===== config.mk =====
export PLATFORM = sky130hd
export DESIGN_NAME = uart_rx_errfifo
export DESIGN_NICKNAME = d
export VERILOG_FILES = /design/src/rtl/uart_rx_pkg.sv /design/src/rtl/uart_rx_tick.sv /design/src/rtl/uart_rx_frame.sv /design/src/rtl/uart_rx_efifo.sv /design/src/rtl/uart_rx_errfifo.sv
export SDC_FILE = /design/constraint.sdc
export NUM_CORES = 1
export LEC_CHECK = 0
export ABC_AREA = 1
export ABC_CLOCK_PERIOD_IN_PS = 3400
export BUFFER_PORTS_ARGS = -buffer_cell sky130_fd_sc_hd__buf_4
export CELL_PAD_IN_SITES_DETAIL_PLACEMENT = 0
export CELL_PAD_IN_SITES_GLOBAL_PLACEMENT = 1
export CORE_MARGIN = 5
export CORE_UTILIZATION = 51
export CTS_BUF_LIST = sky130_fd_sc_hd__clkbuf_2 sky130_fd_sc_hd__clkbuf_4 sky130_fd_sc_hd__clkbuf_8
export DETAILED_ROUTE_END_ITERATION = 12
export GPL_TIMING_DRIVEN = 0
export PLACE_DENSITY_LB_ADDON = 0.1
export SYNTH_ARGS = -nofsm -noshare
export SYNTH_HDL_FRONTEND = slang
export SYNTH_SLANG_ARGS = --single-unit

===== constraint.sdc =====
create_clock -name clk -period 3.4 [get_ports clk]
set_clock_uncertainty 0.2 [all_clocks]
set_input_delay 0.68 -clock clk [delete_from_list [all_inputs] [get_ports clk]]
set_output_delay 0.68 -clock clk [all_outputs]
set_load 0.02 [all_outputs]

===== src/rtl/uart_rx_pkg.sv =====
package uart_rx_pkg;
    typedef enum logic [2:0] {
        S_IDLE,
        S_START,
        S_DATA,
        S_PARITY,
        S_STOP,
        S_RECOVER
    } rx_state_t;

    localparam int ERR_OVR = 0;
    localparam int ERR_PAR = 1;
    localparam int ERR_FRM = 2;
    localparam int ERR_BRK = 3;
endpackage


===== src/rtl/uart_rx_tick.sv =====
module uart_rx_tick #(
    parameter int DIV_W = 16
) (
    input  logic             clk,
    input  logic             rst_n,
    input  logic [DIV_W-1:0] div_i,
    output logic             tick_o
);
    logic [DIV_W-1:0] cnt;

    always_ff @(posedge clk or negedge rst_n) begin
        if (!rst_n) begin
            cnt    <= '0;
            tick_o <= 1'b0;
        end else if (cnt >= div_i) begin
            cnt    <= '0;
            tick_o <= 1'b1;
        end else begin
            cnt    <= cnt + 1'b1;
            tick_o <= 1'b0;
        end
    end

    // with a nonzero divisor, ticks never come back to back
    a_r1_tick_gap: assert property (@(posedge clk) disable iff (!rst_n)
        (tick_o && div_i != '0 && $stable(div_i)) |=> (!tick_o || div_i != $past(div_i)));
endmodule


===== src/rtl/uart_rx_frame.sv =====
module uart_rx_frame
    import uart_rx_pkg::*;
(
    input  logic       clk,
    input  logic       rst_n,
    input  logic       tick_i,
    input  logic       rx_i,
    input  logic [1:0] data_len_i,
    input  logic       two_stop_i,
    input  logic [2:0] parity_i,
    output logic       push_o,
    output logic [7:0] data_o,
    output logic [2:0] err_o      // {break, framing, parity}
);
    rx_state_t  state, nstate;
    logic [3:0] cnt;
    logic [2:0] bit_idx;
    logic       stop_idx;
    logic [7:0] shreg;
    logic       par_acc, par_bad, frm_acc, any_one;

    logic sample, last_bit, last_stop, frm_now, brk_now, par_fail;
    assign sample    = tick_i && (cnt == 4'd15);
    assign last_bit  = (bit_idx == ({1'b0, data_len_i} + 3'd4));
    assign last_stop = !two_stop_i || stop_idx;
    assign frm_now   = frm_acc || !rx_i;
    assign brk_now   = !(any_one || rx_i);

    always_comb begin
        unique case (parity_i)
            3'd4:    par_fail = (par_acc ^ rx_i) != 1'b1;
            3'd5:    par_fail = (par_acc ^ rx_i) != 1'b0;
            3'd6:    par_fail = !rx_i;
            3'd7:    par_fail = rx_i;
            default: par_fail = 1'b0;
        endcase
    end

    always_comb begin
        nstate = state;
        unique case (state)
            S_IDLE:    if (tick_i && !rx_i) nstate = S_START;
            S_START:   if (tick_i && cnt == 4'd7) nstate = rx_i ? S_IDLE : S_DATA;
            S_DATA:    if (sample && last_bit) nstate = parity_i[2] ? S_PARITY : S_STOP;
            S_PARITY:  if (sample) nstate = S_STOP;
            S_STOP:    if (sample && last_stop) nstate = frm_now ? S_RECOVER : S_IDLE;
            S_RECOVER: if (rx_i) nstate = S_IDLE;
            default:   nstate = S_IDLE;
        endcase
    end

    always_ff @(posedge clk or negedge rst_n) begin
        if (!rst_n) state <= S_IDLE;
        else        state <= nstate;
    end

    always_ff @(posedge clk or negedge rst_n) begin
        if (!rst_n) begin
            cnt      <= '0;
            bit_idx  <= '0;
            stop_idx <= 1'b0;
            shreg    <= '0;
            par_acc  <= 1'b0;
            par_bad  <= 1'b0;
            frm_acc  <= 1'b0;
            any_one  <= 1'b0;
            push_o   <= 1'b0;
            data_o   <= '0;
            err_o    <= '0;
        end else begin
            push_o <= 1'b0;
            if (nstate != state) cnt <= '0;
            else if (tick_i)     cnt <= cnt + 1'b1;
            if (state == S_IDLE) begin
                bit_idx  <= '0;
                stop_idx <= 1'b0;
                par_acc  <= 1'b0;
                par_bad  <= 1'b0;
                frm_acc  <= 1'b0;
                any_one  <= 1'b0;
            end
            if (sample) begin
                unique case (state)
                    S_DATA: begin
                        shreg   <= {rx_i, shreg[7:1]};
                        par_acc <= par_acc ^ rx_i;
                        any_one <= any_one | rx_i;
                        bit_idx <= bit_idx + 1'b1;
                    end
                    S_PARITY: begin
                        par_bad <= par_fail;
                        any_one <= any_one | rx_i;
                    end
                    S_STOP: begin
                        frm_acc  <= frm_now;
                        any_one  <= any_one | rx_i;
                        stop_idx <= 1'b1;
                        if (last_stop) begin
                            push_o <= 1'b1;
                            data_o <= brk_now ? 8'd0 : (shreg >> (2'd3 - data_len_i));
                            err_o  <= brk_now ? 3'b100 : {1'b0, frm_now, par_bad};
                        end
                    end
                    default: ;
                endcase
            end
        end
    end

    // a start is entered only from a low line
    a_r3_start_low: assert property (@(posedge clk) disable iff (!rst_n)
        (state == S_START && $past(state) == S_IDLE) |-> !$past(rx_i));
    // recovery is entered only together with a damaged character
    a_r5_recover_bad: assert property (@(posedge clk) disable iff (!rst_n)
        (state == S_RECOVER && $past(state) == S_STOP) |-> (push_o && (err_o[2] || err_o[1])));
endmodule


===== src/rtl/uart_rx_efifo.sv =====
module uart_rx_efifo #(
    parameter int DEPTH = 16
) (
    input  logic                       clk,
    input  logic                       rst_n,
    input  logic                       push_i,
    input  logic [7:0]                 wdata_i,
    input  logic [2:0]                 werr_i,
    input  logic                       pop_i,
    output logic [7:0]                 rdata_o,
    output logic [3:0]                 rerr_o,
    output logic [$clog2(DEPTH):0]     count_o,
    output logic                       err_pend_o
);
    localparam int AW = $clog2(DEPTH);
    localparam logic [AW:0] FULLV = (AW+1)'(DEPTH);

    logic [7:0]    mem_d [DEPTH];
    logic [3:0]    mem_e [DEPTH];
    logic [AW-1:0] wr_ptr, rd_ptr, last;
    logic [AW:0]   err_cnt;
    logic          full, do_push, do_pop, ovr, err_inc, err_dec;

    assign full    = (count_o == FULLV);
    assign last    = wr_ptr - 1'b1;
    assign do_push = push_i && !full;
    assign ovr     = push_i && full;
    assign do_pop  = pop_i && (count_o != '0);
    assign err_inc = (do_push && (werr_i != '0)) || (ovr && (mem_e[last] == '0));
    assign err_dec = do_pop && (mem_e[rd_ptr] != '0);
    assign rdata_o    = mem_d[rd_ptr];
    assign rerr_o     = mem_e[rd_ptr];
    assign err_pend_o = (err_cnt != '0);

    always_ff @(posedge clk) begin
        if (do_push) begin
            mem_d[wr_ptr] <= wdata_i;
            mem_e[wr_ptr] <= {werr_i, 1'b0};
        end
        if (ovr) mem_e[last][0] <= 1'b1;
    end

    always_ff @(posedge clk or negedge rst_n) begin
        if (!rst_n) begin
            wr_ptr  <= '0;
            rd_ptr  <= '0;
            count_o <= '0;
            err_cnt <= '0;
        end else begin
            if (do_push) wr_ptr <= wr_ptr + 1'b1;
            if (do_pop)  rd_ptr <= rd_ptr + 1'b1;
            count_o <= count_o + (AW+1)'(do_push) - (AW+1)'(do_pop);
            err_cnt <= err_cnt + (AW+1)'(err_inc) - (AW+1)'(err_dec);
        end
    end

    // fill never exceeds the depth
    a_r7_bound: assert property (@(posedge clk) disable iff (!rst_n) count_o <= FULLV);
    // a push into a full queue leaves the fill unchanged
    a_r8_full_holds: assert property (@(posedge clk) disable iff (!rst_n)
        (push_i && full && !pop_i) |=> count_o == FULLV);
    // a pending error implies a stored entry
    a_r10_err_stored: assert property (@(posedge clk) disable iff (!rst_n)
        err_pend_o |-> count_o != '0);
    // a pop on an empty queue does nothing
    a_r11_pop_empty: assert property (@(posedge clk) disable iff (!rst_n)
        (count_o == '0 && pop_i && !push_i) |=> count_o == '0);
endmodule


===== src/rtl/uart_rx_errfifo.sv =====
module uart_rx_errfifo
    import uart_rx_pkg::*;
#(
    parameter int DIV_W = 16,
    parameter int DEPTH = 16
) (
    input  logic                     clk,
    input  logic                     rst_n,
    input  logic                     rxd_i,
    input  logic [DIV_W-1:0]         baud_div_i,
    input  logic [1:0]               data_len_i,
    input  logic                     two_stop_i,
    input  logic [2:0]               parity_i,
    input  logic [1:0]               trig_lvl_i,
    input  logic                     rx_int_en_i,
    input  logic                     rd_en_i,
    output logic [7:0]               rd_data_o,
    output logic [3:0]               rd_err_o,
    output logic [$clog2(DEPTH)-1:0] fifo_count_o,
    output logic                     fifo_full_o,
    output logic                     data_ready_o,
    output logic                     fifo_err_o,
    output logic                     rx_int_o
);
    localparam int AW = $clog2(DEPTH);

    logic [1:0]  sync;
    logic        tick, push;
    logic [7:0]  fdata;
    logic [2:0]  ferr;
    logic [AW:0] count, thresh;

    always_ff @(posedge clk or negedge rst_n) begin
        if (!rst_n) sync <= 2'b11;
        else        sync <= {sync[0], rxd_i};
    end

    uart_rx_tick #(.DIV_W(DIV_W)) u_tick (
        .clk(clk), .rst_n(rst_n), .div_i(baud_div_i), .tick_o(tick));

    uart_rx_frame u_frame (
        .clk(clk), .rst_n(rst_n), .tick_i(tick), .rx_i(sync[1]),
        .data_len_i(data_len_i), .two_stop_i(two_stop_i), .parity_i(parity_i),
        .push_o(push), .data_o(fdata), .err_o(ferr));

    uart_rx_efifo #(.DEPTH(DEPTH)) u_fifo (
        .clk(clk), .rst_n(rst_n), .push_i(push), .wdata_i(fdata), .werr_i(ferr),
        .pop_i(rd_en_i), .rdata_o(rd_data_o), .rerr_o(rd_err_o),
        .count_o(count), .err_pend_o(fifo_err_o));

    assign thresh       = (AW+1)'((int'(trig_lvl_i) + 1) * (DEPTH / 4));
    assign fifo_count_o = count[AW-1:0];
    assign fifo_full_o  = count[AW];
    assign data_ready_o = (count != '0);
    assign rx_int_o     = rx_int_en_i && (count >= thresh);

    // an interrupt never fires on an empty queue
    a_r9_int_ready: assert property (@(posedge clk) disable iff (!rst_n)
        rx_int_o |-> data_ready_o);
    // a break-tagged head entry carries zero data
    a_r6_break_zero: assert property (@(posedge clk) disable iff (!rst_n)
        (data_ready_o && rd_err_o[ERR_BRK]) |-> rd_data_o == 8'd0);
endmodule


== Word-level counts from Yosys, hierarchy flattened ==
Memories as Yosys holds them, arrays and structs flattened.
Index checks and enable logic that the tools add are counted.

* Multiply operators: 0
* Magnitude comparators: 2
* Bitwise gates (word level): 3
* Reductions and logical operators: 30
* Divide/modulo/power cells: 0
* Add/subtract/negate cells: 13
* Shift-type cells: 1
* Equality and inequality tests: 14
* Mux-type cells: 45

{| class="wikitable"
|+ Operator list
! kind !! count
|-
| 2-to-1 mux 3 bit || 12
|-
| 2-to-1 mux 1 bit || 23
|-
| equality test 3 bit (second input constant) || 6
|-
| one-hot mux 3 bit (6 select lines) || 1
|-
| adder 16 x 1 -> 16 bit (second input constant) || 1
|-
| >= comparator 16 bit || 1
|-
| 2-to-1 mux 16 bit || 1
|-
| 2-to-1 mux 4 bit || 4
|-
| adder 4 x 1 -> 4 bit (second input constant) || 3
|-
| logical AND 1 bit || 12
|-
| adder 5 x 1 -> 5 bit || 2
|-
| nonzero test 5 bit || 2
|-
| subtractor 5 x 1 -> 5 bit || 2
|-
| 2-to-1 mux 8 bit || 1
|-
| >> shifter 8 x 2 -> 8 bit || 1
|-
| equality test 3 x 2 -> 1 bit (second input constant) || 2
|-
| equality test 5 bit (second input constant) || 1
|-
| >= comparator 5 bit || 1
|-
| equality test 4 x 3 -> 1 bit (second input constant) || 1
|-
| equality test 4 bit (second input constant) || 1
|-
| zero test 4 bit || 1
|-
| logical OR 1 bit || 4
|-
| 2-to-1 mux 2 bit || 2
|-
| one-hot mux 1 bit (4 select lines) || 1
|-
| other kinds (20) || 22
|}

* Memories kept: 2
* Flip-flop bits (word level): 72
* Latch bits: 0
* RAM bits: 192
* Memory bits (read-only): 0
* Input port bits: 29

{| class="wikitable"
|+ Memory list
! memory !! depth !! width !! rd ports !! clocked after memory_dff !! wr ports !! RTL line !! source
|-
| u_fifo.mem_d || 16 || 8 || 1 || 0 || 1 || uart_rx_efifo.sv:18 || <nowiki>logic [7:0] mem_d [DEPTH];</nowiki>
|-
| u_fifo.mem_e || 16 || 4 || 2 || 0 || 1 || uart_rx_efifo.sv:19 || <nowiki>logic [3:0] mem_e [DEPTH];</nowiki>
|}

== Depth between registers and ports, before layout ==
Gate-level depths: netlist of the first run.

* Depth after elaboration: 7
* Gate-level depth with buffers: 19
* Mapped depth without buffers: 17

== Hierarchy ==
Synthesis of the first run repeated with hierarchy kept, for this count alone.

* Cells, all modules: 1288
* Area total of the unflattened synthesis: 12959.9 µm²

{| class="wikitable"
|+ By module, submodules not included
! module !! cells each !! instances !! area an instance (µm²)
|-
| uart_rx_efifo || 874 || 1 || 9566.7
|-
| uart_rx_frame || 223 || 1 || 1924.3
|-
| uart_rx_tick || 168 || 1 || 1296.2
|-
| uart_rx_errfifo || 23 || 1 || 172.7
|}

== Worst setup path after synthesis of the first run ==
OpenSTA, ideal clock, no wires.

* Kind: register to register
* From: reg u_fifo.rd_ptr[0]
* To: reg u_fifo.err_cnt[4]
* Arrival time: 2.737 ns
* Library setup time: 0.128 ns
* Buffers on the path: 3
* Period minus slack after synthesis: 3.064 ns
* Setup slack: 0.336 ns
* Stages on the path, launching flop included: 18
* Path through: dfrtp_1 -> buf_2 -> buf_2 -> buf_4 -> o211ai_1 -> nand3_1 -> nand3_1 -> nand2_1 -> nor2_1 -> a21oi_1 -> ha_1 -> inv_1 -> ha_1 -> inv_1 -> fa_1 -> o21ai_0 -> a21oi_1 -> xor2_1

* Word-level cells in the longest chain between the ends: 4

{| class="wikitable"
|+ RTL lines
! what !! RTL line !! source
|-
| start, declared || uart_rx_efifo.sv:20 || <nowiki>logic [AW-1:0] wr_ptr, rd_ptr, last;</nowiki>
|-
| start signal, assigned || uart_rx_efifo.sv:51 || <nowiki>if (do_pop) rd_ptr <= rd_ptr + 1'b1;</nowiki>
|-
| memory (16 x 4 bit) || n/a ||
|-
| named net rd_err_o[1] || uart_rx_errfifo.sv:18 || <nowiki>output logic [3:0] rd_err_o,</nowiki>
|-
| nonzero test 4 bit || uart_rx_efifo.sv:30 || <nowiki>assign err_dec = do_pop && (mem_e[rd_ptr] != '0);</nowiki>
|-
| logical AND 1 bit || uart_rx_efifo.sv:30 ||
|-
| subtractor 5 x 1 -> 5 bit || uart_rx_efifo.sv:53 || <nowiki>err_cnt <= err_cnt + (AW+1)'(err_inc) - (AW+1)'(err_dec);</nowiki>
|-
| end signal, assigned || uart_rx_efifo.sv:53 ||
|-
| end, declared || uart_rx_efifo.sv:21 || <nowiki>logic [AW:0] err_cnt;</nowiki>
|}

The timed path passes the listed nets, and every way through them passes these cells.
A chain may end at the register's enable or synchronous reset.

== Final worst setup path of the first run ==
* From: reg u_fifo.rd_ptr[0]
* To: reg u_fifo.err_cnt[4]

* Word-level cells in the longest chain between the ends: 4

{| class="wikitable"
|+ RTL lines
! what !! RTL line
|-
| memory (16 x 4 bit) || n/a
|-
| nonzero test 4 bit || uart_rx_efifo.sv:30
|-
| logical AND 1 bit || uart_rx_efifo.sv:30
|-
| subtractor 5 x 1 -> 5 bit || uart_rx_efifo.sv:53
|}

Every way passes these cells.

==> results of run 1 <==
## report_power, final
| part | leakage (nW) | total, mW | switching, mW | internal, mW |
|---|---|---|---|---|
| registers | 2.28 | 3.71 | 0.148 | 3.56 |
| clock network | 0.466 | 2.78 | 1.29 | 1.50 |
| logic | 2.90 | 3.37 | 2.18 | 1.19 |
## cells by family (layout without fill, tap and decap cells)
kind of cell / count (synthesis) / count (layout) / share of synthesized area (%)
AOI/OAI and AO/OA: 194 / 194 / 8.99
xor gates and xnor gates: 31 / 31 / 2.27
adders and majority gates: 43 / 43 / 4.38
buffers and inverters: 180 / 311 / 5.62
DFF: 264 / 264 / 60.0
muxes: 3 / 3 / 0.258
and+or+nand+nor: 546 / 546 / 18.5
## area by class of cell
class	count	area, sq um	area share [%]
Buffer	44	319	2.20
Multi-Input combinational cell	817	4420	30.5
Tap cell	324	405	2.80
Timing Repair Buffer	49	370	2.56
Clock inverter	21	128	0.882
Inverter	136	524	3.62
Clock buffer	61	739	5.11
Sequential cell	264	7570	52.3
## worst paths after layout
kind / startpoint / end / depth (start not counted)
max in group asynchronous: rst_n / u_frame.shreg[4] / 1
hold reg to reg: sync[0] / sync[1] / 0
hold / removal: rst_n / u_tick.cnt[1] / 1
setup reg to reg: u_fifo.rd_ptr[0] / u_fifo.err_cnt[4] / 17
setup / recovery: u_fifo.rd_ptr[0] / u_fifo.err_cnt[4] / 17
min in group clk: sync[0] / sync[1] / 0
## synthesized netlist by cell type (4+ instances only)
cell,count,area [sq um]
nor3_1,13,65.1
dfrtp_1,70,1750
nor2_4,6,67.6
edfxtp_1,192,5770
nand2_2,8,50.1
nor2_2,4,25.0
clkbuf_1,23,86.3
nor2_1,206,773
o22ai_1,8,50.1
xor2_1,23,201
nand3_1,80,400
o211ai_1,10,75.1
nand2_1,204,766
inv_2,12,45.0
nand4_1,17,106
o21ai_0,120,601
buf_2,19,95.1
o221ai_1,24,210
xnor2_1,6,52.6
ha_1,41,513
a21oi_1,20,100
inv_1,122,458
## sequential cells by signal, summed over array words and instances, names as in the netlist, 2 cells and up, named ones only
signal	count
sync	2
u_fifo.count_o	5
u_fifo.err_cnt	5
u_fifo.mem_d	128
u_fifo.mem_e	64
u_fifo.rd_ptr	4
u_fifo.wr_ptr	4
u_frame.bit_idx	3
u_frame.cnt	4
u_frame.data_o	8
u_frame.err_o	3
u_frame.shreg	8
u_frame.state	3
u_tick.cnt	16
## what timing repair did
action | in CTS | in global routing
cloned | 0 | 0
hold buffers | 1 | 0
endpoints found under the setup margin | 11 | 9
hold endpoints to repair | 1 | 0
pin swaps | 3 | 7
setup buffers | 0 | 0
resized for setup | 38 | 52
## layer usage
metal / up-vias / GRT usage [%] / share of wire, %
met4: 0 / 6.56 / 2.4
li1: 4488 / - / -
met3: 57 / 4.48 / 7.5
met1: 4319 / 33.4 / 45
met5: - / 0 / 0
met2: 308 / 36.4 / 45
## critical path, stage by stage, from the launching register on
cell      delay [ns]
dfrtp_1         0.38
buf_4           0.17
buf_8           0.15
buf_8           0.15
o211ai_1        0.26
nand3_1         0.13
nand3_2         0.11
nand2_2         0.10
nor2_4          0.13
a21oi_4         0.08
ha_1            0.27
inv_1           0.06
ha_1            0.16
inv_1           0.06
fa_2            0.36
o21ai_2         0.13
a21oi_1         0.09
xor2_1          0.14
==> flow_metrics.py, run 1 <==
metrics = {
    "logic_synthesis": {
        "postSynthAreaPerCell_sq_um": 10.0,
        "ys_seq_area_share_pct": 60.0,
        "synth_edf_count": 192,
        "synthFlopType": "edfxtp_1",
        "async_flop_share_pct": 27.3,
        "synth_cells": 1261,
        "ys_seq_elements": 264,
        "syn-cell-area_sq_um": 12600,
        "synth_cell_types": 43,
        "syn_nets": 1333,
        "yosys_warnings": 0,
    },
    "timing": {
        "relSlewSlack_pct": 9.95,
        "rsz0062_at_grt": "yes",
        "fin_setup_tns_ns": 0,
        "finalHoldViolCount": 0,
        "period_share_pct": 96.4,
        "setup_viol": 0,
        "timing.final.max_slew_violations": 0,
        "period_minus_slack_ns": 3.28,
        "fin_ws_ns": 0.124,
        "tightest_slew_ns": 1.35,
        "fmax_ghz": 0.305,
        "timing.hold.ws_ns": 0.0707,
    },
    "power_and_ir_drop": {
        "peakVddDrop_v": 0.000501,
        "power.density_nw_per_um2": 681,
        "p_leak_nw": 5.64,
        "p_total_mw": 9.86,
    },
    "global_route": {
        "grt_pass1_vias": 9203,
        "grt_max_degree": 73,
        "grt_pass1_wl_um": 50900,
        "grtUsageTotal_pct": 23.2,
        "overflow": 0,
        "antenna_found_initial": 0,
    },
    "setup_path": {
        "required_ns": 3.63,
        "critPathCaptureType": "register",
        "path_max_fanout": 10,
        "critical_path_class": "reg2reg",
        "worstPathArrival_ns": 3.51,
        "worst_setup_path_start_kind": "register",
        "r2r_setup_slack_ns": 0.12,
    },
    "routing": {
        "viasPerCell": 5.34,
        "drtIter0Drc": 791,
        "routed_wl_um": 32400,
        "vias": 9172,
        "drc": 0,
        "ant_nets": 0,
        "wire_per_inst_um": 18.9,
        "drt_first_pass_iters": 5,
    },
    "cts": {
        "cts_max_level": 2,
        "path_clk_slew_ns": 0.06,
        "clockBufferDepth": 3,
        "clock-sinks": 264,
        "cts_tree": "built",
        "cts_root_buffer": "clkbuf_8",
        "clk_latency_ns": 0.56,
        "numCtsBuffers": 44,
    },
    "floorplanning": {
        "io_pins": 49,
        "core_sq_um": 24300,
        "die_area_sq_um": 28000,
        "die_x_um": 167,
        "die_h_um": 167,
        "start_util_pct": 51.9,
        "std_cell_rows": 57,
    },
    "final_layout": {
        "final_cell_mix": "nor2_1 (204), nand2_1 (201), edfxtp_1 (192), inv_1 (121), o21ai_0 (117)",
        "num_antenna_cells": 0,
        "fillers": 2102,
        "area_growth_pct": 14.8,
        "finalNonFillerCells": 1716,
        "layout-drive-gt1-share_pct": 15.5,
        "final_cell_area_sq_um": 14500,
        "nets": 1428,
        "final_util_pct": 59.5,
        "layout_commonest_cell": "nor2_1",
    },
    "job": {
        "max_cap_violations": 0,
    },
    "placed_design": {
        "place_hpwl_um": 21900,
        "placed_area_sq_um": 13400,
        "pre_cts_ws_ns": -0.394,
        "io_buffer_count": 48,
        "dpl.cell_count": 1633,
        "gp_congestion": 0.869,
    },
    "outcome": {
        "outcome": "complete, no violations",
    },
    "min_path": {
        "hold_class": "in2async",
    },
}
Power figures use the tool's default switching activity.
==> inputs of run 2 (changes only) <==
- CORE_ASPECT_RATIO: default -> 1.25
==> run 2 against run 1 <==
  * Register-to-register slack worse by 0.07 ns
  * Non-clock buffer count down 2
  * Die area about the same
  * Combinational power down 3%
  * Sequential cell count unchanged
  * Routed wire length down 0.52%
  * Critical endpoint unchanged
==> flow_metrics.py, run 2 (synthesized netlist as in run 1, its figures left out) <==
metrics = {
    "floorplanning": {
        "die_area_sq_um": 28000,
        "start_util_pct": 51.6,
        "io_pins": 49,
        "core_sq_um": 24400,
        "std_cell_rows": 64,
        "die_x_um": 151,
        "die_h_um": 186,
    },
    "cts": {
        "clock-sinks": 264,
        "clk_latency_ns": 0.55,
        "cts_tree": "built",
        "ctsHoldBuffers": 0,
        "cts_max_level": 2,
        "numCtsBuffers": 43,
        "clockBufferDepth": 3,
        "postCtsSetupBuffers": 0,
        "cts_root_buffer": "clkbuf_8",
        "path_clk_slew_ns": 0.06,
    },
    "setup_path": {
        "path_buf_inv": 4,
        "worst_setup_path_start_kind": "register",
        "path_max_fanout": 10,
        "crit_path_max_incr_delay_ns": 0.48,
        "crit_top_cell": "inv_1",
        "required_ns": 3.63,
        "rr_worst_depth": 16,
        "crit_chain": "inv_1 > clkbuf_4 > o211ai_1 > nand3_1 > nand3_1 > nand2_1 > nor2_1 > a21oi_2 > ha_1 > inv_1 > ha_1 > inv_1 > fa_2 > o21ai_1 > a21oi_1 > xor2_1",
        "cp.depth": 16,
        "critPathCaptureType": "register",
        "crit_slowest_cell": "dfrtp_1",
        "cp_top_family": "adder cells",
        "critical_path_class": "reg2reg",
        "worstPathArrival_ns": 3.58,
    },
    "final_layout": {
        "largest_register_ffs": 128,
        "final_cell_area_sq_um": 14400,
        "area_growth_pct": 14.0,
        "final_cell_mix": "nor2_1 (205), nand2_1 (204), edfxtp_1 (192), inv_1 (121), o21ai_0 (118)",
        "layout-drive-gt1-share_pct": 14.9,
        "layout_commonest_cell": "nor2_1",
        "num_antenna_cells": 0,
        "nets": 1425,
        "top_regs": "u_fifo.mem_d x128, u_fifo.mem_e x64, u_tick.cnt x16",
        "top_register": "u_fifo.mem_d",
        "final_util_pct": 58.9,
    },
    "timing": {
        "relSlewSlack_pct": 21.9,
        "tightest_slew_ns": 1.17,
        "setup_viol": 0,
        "timing.hold.ws_ns": 0.0329,
        "fmax_ghz": 0.299,
        "rsz0062_at_grt": "yes",
        "period_minus_slack_ns": 3.34,
        "finalHoldViolCount": 0,
        "fin_setup_tns_ns": 0,
        "timing.final.max_slew_violations": 0,
        "period_share_pct": 98.3,
    },
    "global_route": {
        "overflow": 0,
        "grtUsageTotal_pct": 23.5,
        "grt_pass1_vias": 9213,
        "grt_pass1_wl_um": 50100,
        "grt_max_degree": 73,
        "antenna_found_initial": 0,
    },
    "routing": {
        "ant_nets": 0,
        "routed_wl_um": 32200,
        "drc": 0,
        "drt_first_pass_iters": 6,
        "viasPerCell": 5.46,
        "vias": 9363,
        "wire_per_inst_um": 18.8,
        "drtIter0Drc": 873,
    },
    "job": {
        "max_cap_violations": 0,
    },
    "power_and_ir_drop": {
        "power.density_nw_per_um2": 678,
        "peakVddDrop_v": 0.000438,
        "p_leak_nw": 5.59,
        "p_sw_mw": 3.56,
        "switching_share_pct": 36.5,
        "p_comb_share_pct": 33.5,
        "p_seq_share_pct": 38.3,
        "power_frac_clock_pct": 28.2,
        "p_total_mw": 9.75,
        "intPower_mw": 6.19,
    },
    "min_path": {
        "hold_depth": 1,
        "hold_class": "in2reg",
    },
    "placed_design": {
        "place_hpwl_um": 21800,
        "placed_area_sq_um": 13400,
        "gp_congestion": 0.860,
        "io_buffer_count": 48,
    },
    "outcome": {
        "outcome": "complete, no violations",
    },
}
run 2: power groups by stage:
stage	Combinational (mW)	Clock (mW)	Sequential, mW
after global placement	3.06	0	3.78
after CTS	3.22	2.80	3.72
after floorplan	1.91	0	3.77
after detailed placement	3.10	0	3.78
final	3.27	2.75	3.73
after global routing	3.57	2.97	3.75
run 2: final cells by class:
cell class | instances | area (sq um)
Clock buffer | 56 | 696
Fill cell | 2193 | 10000
Timing Repair Buffer | 48 | 360
Buffer | 43 | 282
Sequential cell | 264 | 7570
Inverter | 136 | 522
Clock inverter | 21 | 155
Tap cell | 330 | 413
Multi-Input combinational cell | 817 | 4380
run 2: what timing repair did:
action | 4_1_cts | 5_1_grt
gates resized for setup | 40 | 24
pin swaps | 1 | 3
setup endpoints to repair | 11 | 9
run 2: path summary, 6_finish.rpt:
path / start / to / slack (ns)
min: rxd_i / sync[0] / 0.03
min in group asynchronous: rst_n / u_frame.shreg[1] / 0.05
min reg2reg: sync[0] / sync[1] / 0.16
max in group asynchronous: rst_n / u_fifo.rd_ptr[0] / 2.26
max: u_fifo.rd_ptr[1] / u_fifo.err_cnt[4] / 0.06
max reg2reg: u_fifo.rd_ptr[1] / u_fifo.err_cnt[4] / 0.06
run 2: layer usage:
| layer | track usage [%] | up-vias | wire (um) |
|---|---|---|---|
| met3 | 4.07 | 68 | 2070 |
| met5 | 0 | - | 0 |
| met1 | 31.1 | 4481 | 13500 |
| met2 | 39.0 | 337 | 15600 |
| met4 | 9.00 | 0 | 972 |
| li1 | - | 4477 | - |
run 2: metrics by stage:
step / setup slack [ns] / instances
floorplan: 0.336 / 1261
global placement: -0.339 / 1639
detailed placement: -0.387 / 1639
CTS: 0.00640 / 1716
global route: -0.0570 / 1715
finish: 0.0568 / 1715
